File: src/rtl/blkcfg_pkg.sv
package blkcfg_pkg;
  // strobes from the bus controller to the register datapath
  typedef struct packed {
    logic shiftIn;  // shift rxBit into the receive byte
    logic rxBit;    // sampled SDA
    logic clrIdx;   // restart the byte index
    logic incIdx;   // advance the byte index
    logic commit;   // write the receive byte to the indexed register
    logic loadTx;   // load the transmit byte for the current index
    logic shiftTx;  // move to the next transmit bit
  } dpCtl_t;

  typedef enum logic [2:0] {
    ST_IDLE,
    ST_ADDR,
    ST_ACK,
    ST_WDATA,
    ST_RDATA,
    ST_MACK
  } busState_t;
endpackage

File: src/rtl/blkcfg_sync.sv
module blkcfg_sync #(
  parameter int STAGES = 2
) (
  input  logic clk,
  input  logic rstN,
  input  logic sclIn,
  input  logic sdaIn,
  output logic sdaS,
  output logic sclRise,
  output logic sclFall,
  output logic startDet,
  output logic stopDet
);
  localparam int PIPE_W = STAGES + 1;

  logic [PIPE_W-1:0] sclPipe;
  logic [PIPE_W-1:0] sdaPipe;
  logic sclS, sclD, sdaD;

  always_ff @(posedge clk or negedge rstN) begin
    if (!rstN) begin
      sclPipe <= '1;
      sdaPipe <= '1;
    end else begin
      sclPipe <= {sclPipe[PIPE_W-2:0], sclIn};
      sdaPipe <= {sdaPipe[PIPE_W-2:0], sdaIn};
    end
  end

  assign sclS = sclPipe[STAGES-1];
  assign sclD = sclPipe[STAGES];
  assign sdaS = sdaPipe[STAGES-1];
  assign sdaD = sdaPipe[STAGES];

  assign sclRise  = sclS & ~sclD;
  assign sclFall  = ~sclS & sclD;
  assign startDet = sclS & sclD & sdaD & ~sdaS;
  assign stopDet  = sclS & sclD & ~sdaD & sdaS;
endmodule

File: src/rtl/blkcfg_ctrl.sv
module blkcfg_ctrl
  import blkcfg_pkg::*;
#(
  parameter logic [6:0] DEV_ADDR = 7'h69
) (
  input  logic       clk,
  input  logic       rstN,
  input  logic       sdaS,
  input  logic       sclRise,
  input  logic       sclFall,
  input  logic       startDet,
  input  logic       stopDet,
  input  logic [7:0] rxByte,
  output dpCtl_t     ctl,
  output logic       ackDrive,
  output logic       txEn
);
  busState_t state, stateNxt;
  logic [3:0] bitCnt, bitNxt;
  logic ackPhase, phNxt;
  logic isAddr, addrNxt;
  logic readMode, rdNxt;
  logic ackNxt, txNxt;

  always_comb begin
    stateNxt = state;
    bitNxt   = bitCnt;
    phNxt    = ackPhase;
    addrNxt  = isAddr;
    rdNxt    = readMode;
    ackNxt   = ackDrive;
    txNxt    = txEn;
    ctl      = '0;
    ctl.rxBit = sdaS;

    if (stopDet) begin
      stateNxt = ST_IDLE;
      ackNxt   = 1'b0;
      txNxt    = 1'b0;
    end else if (startDet) begin
      stateNxt = ST_ADDR;
      bitNxt   = '0;
      ackNxt   = 1'b0;
      txNxt    = 1'b0;
    end else begin
      unique case (state)
        ST_ADDR, ST_WDATA: begin
          if (sclRise) begin
            ctl.shiftIn = 1'b1;
            bitNxt = bitCnt + 4'd1;
            if (bitCnt == 4'd7) begin
              stateNxt = ST_ACK;
              phNxt    = 1'b0;
              addrNxt  = (state == ST_ADDR);
            end
          end
        end
        ST_ACK: begin
          if (sclFall) begin
            if (!ackPhase) begin
              if (isAddr && rxByte[7:1] != DEV_ADDR) begin
                stateNxt = ST_IDLE;
              end else begin
                ackNxt = 1'b1;
                phNxt  = 1'b1;
                if (isAddr) begin
                  rdNxt      = rxByte[0];
                  ctl.clrIdx = 1'b1;
                end else begin
                  ctl.commit = 1'b1;
                end
              end
            end else begin
              ackNxt = 1'b0;
              bitNxt = '0;
              if (readMode) begin
                ctl.loadTx = 1'b1;
                txNxt      = 1'b1;
                stateNxt   = ST_RDATA;
              end else begin
                ctl.incIdx = ~isAddr;
                stateNxt   = ST_WDATA;
              end
            end
          end
        end
        ST_RDATA: begin
          if (sclRise && bitCnt != 4'd8) begin
            bitNxt = bitCnt + 4'd1;
          end else if (sclFall) begin
            if (bitCnt == 4'd8) begin
              txNxt    = 1'b0;
              phNxt    = 1'b0;
              stateNxt = ST_MACK;
            end else begin
              ctl.shiftTx = 1'b1;
            end
          end
        end
        ST_MACK: begin
          if (sclRise) begin
            if (sdaS) begin
              stateNxt = ST_IDLE;
            end else begin
              ctl.incIdx = 1'b1;
              phNxt      = 1'b1;
            end
          end else if (sclFall && ackPhase) begin
            ctl.loadTx = 1'b1;
            txNxt      = 1'b1;
            bitNxt     = '0;
            stateNxt   = ST_RDATA;
          end
        end
        default: ;
      endcase
    end
  end

  always_ff @(posedge clk or negedge rstN) begin
    if (!rstN) begin
      state    <= ST_IDLE;
      bitCnt   <= '0;
      ackPhase <= 1'b0;
      isAddr   <= 1'b0;
      readMode <= 1'b0;
      ackDrive <= 1'b0;
      txEn     <= 1'b0;
    end else begin
      state    <= stateNxt;
      bitCnt   <= bitNxt;
      ackPhase <= phNxt;
      isAddr   <= addrNxt;
      readMode <= rdNxt;
      ackDrive <= ackNxt;
      txEn     <= txNxt;
    end
  end
endmodule

File: src/rtl/blkcfg_regs.sv
module blkcfg_regs
  import blkcfg_pkg::*;
#(
  parameter int                          NUM_REGS     = 7,
  parameter int                          REG_W        = 8,
  parameter int                          HDR_BYTES    = 2,
  parameter logic [NUM_REGS*REG_W-1:0]   RESET_VALS   = 56'h06_0F_FF_FF_BF_07_00,
  parameter logic [NUM_REGS-1:0]         PROTECT_MASK = 7'b1000000
) (
  input  logic                      clk,
  input  logic                      rstN,
  input  dpCtl_t                    ctl,
  output logic [REG_W-1:0]          rxByte,
  output logic                      txMsb,
  output logic [NUM_REGS*REG_W-1:0] regsFlat
);
  localparam int IDX_W   = $clog2(NUM_REGS + HDR_BYTES + 2);
  localparam logic [IDX_W-1:0] IDX_MAX = '1;

  logic [IDX_W-1:0] idx;
  logic [REG_W-1:0] shiftReg, txReg, txSrc;

  always_ff @(posedge clk or negedge rstN) begin
    if (!rstN) begin
      idx      <= '0;
      shiftReg <= '0;
      txReg    <= '1;
    end else begin
      if (ctl.clrIdx)
        idx <= '0;
      else if (ctl.incIdx && idx != IDX_MAX)
        idx <= idx + 1'b1;
      if (ctl.shiftIn)
        shiftReg <= {shiftReg[REG_W-2:0], ctl.rxBit};
      if (ctl.loadTx)
        txReg <= txSrc;
      else if (ctl.shiftTx)
        txReg <= {txReg[REG_W-2:0], 1'b1};
    end
  end

  // read stream: count byte at index 0, then registers
  always_comb begin
    txSrc = '1;
    if (idx == '0)
      txSrc = REG_W'(NUM_REGS);
    for (int i = 0; i < NUM_REGS; i++)
      if (idx == IDX_W'(i + 1))
        txSrc = regsFlat[i*REG_W +: REG_W];
  end

  for (genvar g = 0; g < NUM_REGS; g++) begin : gReg
    localparam logic [REG_W-1:0] RST = RESET_VALS[g*REG_W +: REG_W];
    if (PROTECT_MASK[g]) begin : gRo
      assign regsFlat[g*REG_W +: REG_W] = RST;
    end else begin : gRw
      logic [REG_W-1:0] q;
      always_ff @(posedge clk or negedge rstN) begin
        if (!rstN)
          q <= RST;
        else if (ctl.commit && idx == IDX_W'(HDR_BYTES + g))
          q <= shiftReg;
      end
      assign regsFlat[g*REG_W +: REG_W] = q;
    end
  end

  assign rxByte = shiftReg;
  assign txMsb  = txReg[REG_W-1];
endmodule

File: src/rtl/i2c_blkcfg.sv
module i2c_blkcfg
  import blkcfg_pkg::*;
#(
  parameter logic [6:0]                DEV_ADDR     = 7'h69,
  parameter int                        NUM_REGS     = 7,
  parameter int                        REG_W        = 8,
  parameter int                        HDR_BYTES    = 2,
  parameter logic [NUM_REGS*REG_W-1:0] RESET_VALS   = 56'h06_0F_FF_FF_BF_07_00,
  parameter logic [NUM_REGS-1:0]       PROTECT_MASK = 7'b1000000
) (
  input  logic                      clk,
  input  logic                      rstN,
  input  logic                      sclIn,
  input  logic                      sdaIn,
  output logic                      sdaOe,
  output logic [NUM_REGS*REG_W-1:0] cfgRegs,
  output logic [4:0]                freqCode,
  output logic                      freqFromReg,
  output logic                      spreadOn,
  output logic                      outTristate
);
  logic sdaS, sclRise, sclFall, startDet, stopDet;
  logic ackDrive, txEn, txMsb;
  logic [REG_W-1:0] rxByte;
  dpCtl_t ctl;

  blkcfg_sync #(.STAGES(2)) u_sync (
    .clk(clk), .rstN(rstN), .sclIn(sclIn), .sdaIn(sdaIn),
    .sdaS(sdaS), .sclRise(sclRise), .sclFall(sclFall),
    .startDet(startDet), .stopDet(stopDet)
  );

  blkcfg_ctrl #(.DEV_ADDR(DEV_ADDR)) u_ctrl (
    .clk(clk), .rstN(rstN), .sdaS(sdaS), .sclRise(sclRise),
    .sclFall(sclFall), .startDet(startDet), .stopDet(stopDet),
    .rxByte(rxByte), .ctl(ctl), .ackDrive(ackDrive), .txEn(txEn)
  );

  blkcfg_regs #(
    .NUM_REGS(NUM_REGS), .REG_W(REG_W), .HDR_BYTES(HDR_BYTES),
    .RESET_VALS(RESET_VALS), .PROTECT_MASK(PROTECT_MASK)
  ) u_regs (
    .clk(clk), .rstN(rstN), .ctl(ctl), .rxByte(rxByte),
    .txMsb(txMsb), .regsFlat(cfgRegs)
  );

  assign sdaOe = ackDrive | (txEn & ~txMsb);

  // register 0 decode
  assign freqCode    = {cfgRegs[2], cfgRegs[7:4]};
  assign freqFromReg = cfgRegs[3];
  assign spreadOn    = cfgRegs[1];
  assign outTristate = cfgRegs[0];
endmodule

File: config.mk
export PLATFORM = sky130hd
export DESIGN_NAME = i2c_blkcfg
export DESIGN_NICKNAME = d
export VERILOG_FILES = /design/src/rtl/blkcfg_pkg.sv /design/src/rtl/blkcfg_sync.sv /design/src/rtl/blkcfg_ctrl.sv /design/src/rtl/blkcfg_regs.sv /design/src/rtl/i2c_blkcfg.sv
export SDC_FILE = /design/constraint.sdc
export NUM_CORES = 1
export LEC_CHECK = 0
export ABC_CLOCK_PERIOD_IN_PS = 2500
export BUFFER_PORTS_ARGS = -buffer_cell sky130_fd_sc_hd__buf_4
export CAP_MARGIN = 0
export CORE_ASPECT_RATIO = 0.5
export CORE_MARGIN = 3
export CORE_UTILIZATION = 39
export DETAILED_ROUTE_END_ITERATION = 8
export REMOVE_ABC_BUFFERS = 1
export SLEW_MARGIN = 20
export SYNTH_ARGS = -nofsm -noshare
export SYNTH_HDL_FRONTEND = slang
export SYNTH_SLANG_ARGS = --single-unit
File: constraint.sdc
create_clock -name clk -period 2.5 [get_ports clk]
set_input_delay 0.125 -clock clk [delete_from_list [all_inputs] [get_ports clk]]
set_output_delay 0.125 -clock clk [all_outputs]
set_load 0.01 [all_outputs]
==> out/metrics.cfg <==
[critical_path]
arrival_ns = 2.46
path_cells = or3b_1, nor4_4, and2_4, nand2_8, mux2_4
critical_path_class = register to register
crit_path_max_incr_delay_ns = 0.54
crit_slowest_cell = or3b_1
worstPathMaxFanout = 11
startpoint = u_ctrl.state[1]$_DFFE_PN0P_
rr_worst_depth = 5
required_ns = 2.72
cp-end-kind = register
reg2reg_from = u_ctrl.state[1]$_DFFE_PN0P_
start_kind = register

[finish]
nNetsFinal = 468
final_core_util_pct = 49.1
final_area_mm2 = 0.00552
drive_gt1_share_pct = 46.7
area.growth.synth_to_final_pct = 19.7
antenna_cells = 0

[floorplanning]
design.portCount = 69
num_rows = 27
initial_core_util_pct = 41.0
design.core.area_mm2 = 0.0112
die-width_um = 160
die_h_um = 82.9
die_area_mm2 = 0.0132

[sta]
worstMarginPinSlew_ns = 0.507
hold_violations = 0
finalClockSkew_ns = 0.00654
relSlewSlack_pct = 66.1
finalCritPeriodShare_pct = 89.6
max_freq_ghz = 0.447
drv_slew = 0
timing.hold.ws_ns = 0.188
finalSetupViolCount = 0
rsz0062_at_grt = false
layout_setup_ws_ns = 0.261
fin_setup_tns_ns = 0
fin_crit_ns = 2.24

[routing]
wl_per_cell_um = 18.0
drc = 0
dr.first_iter.drc_count = 219
wirelength_um = 11200
first_pass_iters = 5
ant_nets = 0
route.vias.total = 3303
post_drt_via_cell_ratio = 5.31

[hold_path]
hold_class = input port to asynchronous set/reset pin

[yosys]
synth_most_common_cell = dfstp_2
yosys_warnings = 0
synthesis.instances = 395
ys.flop_type = dfstp_2
muxShareOfSynthArea_pct = 18.3
synthAdderAreaFrac_pct = 1.63
synth-edff-count = 0
synth_compound_area_share_pct = 12.2
synthTopCellsByArea = dfstp_2 (25%), dfrtp_1 (23%), mux2_2 (8.3%), mux2_4 (7.8%), buf_4 (3.1%)
synth.top_cell.area_share_pct = 25.1
ys_ff_latch = 86
async_reset_ff_share_pct = 100
yosys.area_share.xor_xnor_pct = 0.380
netlist_top_cells_count = dfstp_2 (44), dfrtp_1 (42), mux2_2 (34)
avgSynthCellArea_um2 = 11.7
synth-seq-area-share_pct = 47.9
yosys.area.top_type = dfstp_2
yosysUniqueCellTypes = 59
synth_area_mm2 = 0.00461
synth_top_family_by_area = multiplexers
synth-simple-area-share_pct = 13.4

[power_and_ir_drop]
p_leak_nw = 2.47
sw_frac_of_total_pct = 35.4
power.internal_mw = 2.71
p_seq_share_pct = 39.1
power_density_mw_per_mm2 = 761
ir_drop_v = 0.000359
clkPwrFrac_pct = 30.1
switchingPower_mw = 1.49
comb_power_share_pct = 30.7

[clocking]
cts_tree = done
clock_latency_ns = 0.34
cts_buffers = 9
cts_max_level = 3
cts_max_path_buffers = 2
postCtsResizedCells = 0
cts.sinks = 86
cts-root-buf = clkbuf_16
clk_pin_slew_ns = 0.06

[placement]
gp_congestion = 0.876
io_buffers = 60
pre_cts_ws_ns = 0.284
placed_area_mm2 = 0.00521
dp_hpwl_um = 7980

[grt]
grt_max_degree = 73
grtUsageTotal_pct = 17.5
antenna_found_initial = 0
grt_pass1_vias = 3284
overflow = 0
grt_first_pass_wirelength_um = 18500

[run_status]
status = finished clean

[run]
cap_violations = 0

kinds of logic after synthesis:
logic type                 Yosys count
muxes                               67
AOI/OAI and AO/OA                   86
adders and majority gates            6
buffers and inverters               50
and+or+nand+nor                     96
xor gates and xnor gates             2
DFF                                 86
other                                2
worst max-delay path: cells and delay by family (launching register included):
| family | cells | cell delay (ns) |
|---|---|---|
| multiplexers | 1 | 0.32 |
| flip-flops | 1 | 0.49 |
| AND/OR/NAND/NOR | 4 | 1.32 |
layer usage:
layer	track usage (%)	share of wire (%)
met3	4.29	5.5
met1	26.0	50
met2	26.0	44
met4	3.70	1.0
met5	0	0
power by group through the flow:
stage               logic, mW  registers, mW  clock network [mW]
floorplan               0.816           1.64                   0
global placement         1.26           1.66                   0
detailed placement       1.27           1.67                   0
CTS                      1.28           1.64                1.30
global route             1.41           1.67                1.37
finish                   1.29           1.64                1.27
what timing repair did:
action | 4_1_cts | 5_1_grt
buffers inserted | 0 | 0
hold buffers | 3 | 0
hold endpoints to repair | 16 | 0
final timing paths:
| path | endpoint | slack [ns] |
|---|---|---|
| min in group clk | u_sync.sdaPipe[1]$_DFF_PN1_ | 0.36 |
| max in group asynchronous | u_regs.gReg[4].gRw.q[1]$_DFFE_PN1P_ | 1.63 |
| max | u_regs.gReg[5].gRw.q[7]$_DFFE_PN0P_ | 0.26 |
| max reg2reg | u_regs.gReg[5].gRw.q[7]$_DFFE_PN0P_ | 0.26 |
| min reg2reg | u_sync.sdaPipe[1]$_DFF_PN1_ | 0.36 |
| min | u_ctrl.bitCnt[2]$_DFFE_PN0P_ | 0.19 |
cells in the final DEF (no fill, tap or decap), types with 6 or more instances in the layout:
cell type	n
buf_4	75
dfstp_2	44
dfrtp_1	42
mux2_2	34
o21ai_0	25
mux2_4	24
nand2_1	23
inv_1	17
nor2_1	15
a21oi_1	14
nand2b_1	9
o22ai_1	9
clkbuf_16	9
mux2i_1	8
conb_1	8
or2_2	7
nand3_1	7
a211oi_1	6
o31ai_1	6
ha_1	6
registers in the layout, summed over array words and instances (netlist names):
signal	cells
u_ctrl.ackDrive	1
u_ctrl.ackPhase	1
u_ctrl.bitCnt	4
u_ctrl.isAddr	1
u_ctrl.readMode	1
u_ctrl.state	3
u_ctrl.txEn	1
u_regs.gReg.gRw.q	48
u_regs.idx	4
u_regs.rxByte	8
u_regs.txReg	8
u_sync.sclPipe	3
u_sync.sdaPipe	3
metrics by stage:
step / std cells / power, mW
2_1_floorplan: 368 / 2.46
3_3_place_gp: 603 / 2.92
3_5_place_dp: 603 / 2.93
4_1_cts: 622 / 4.22
5_1_grt: 622 / 4.45
6_report: 622 / 4.20
area by class of cell:
class	instances	area, um2
fill	1034	5730
inverter	17	63.8
sequential	86	2210
multi-input combinational	265	2150
clock buffer	9	225
timing repair buffer	79	613
tap	159	199
clock inverter	7	56.3
Power figures use the tool's default switching activity.
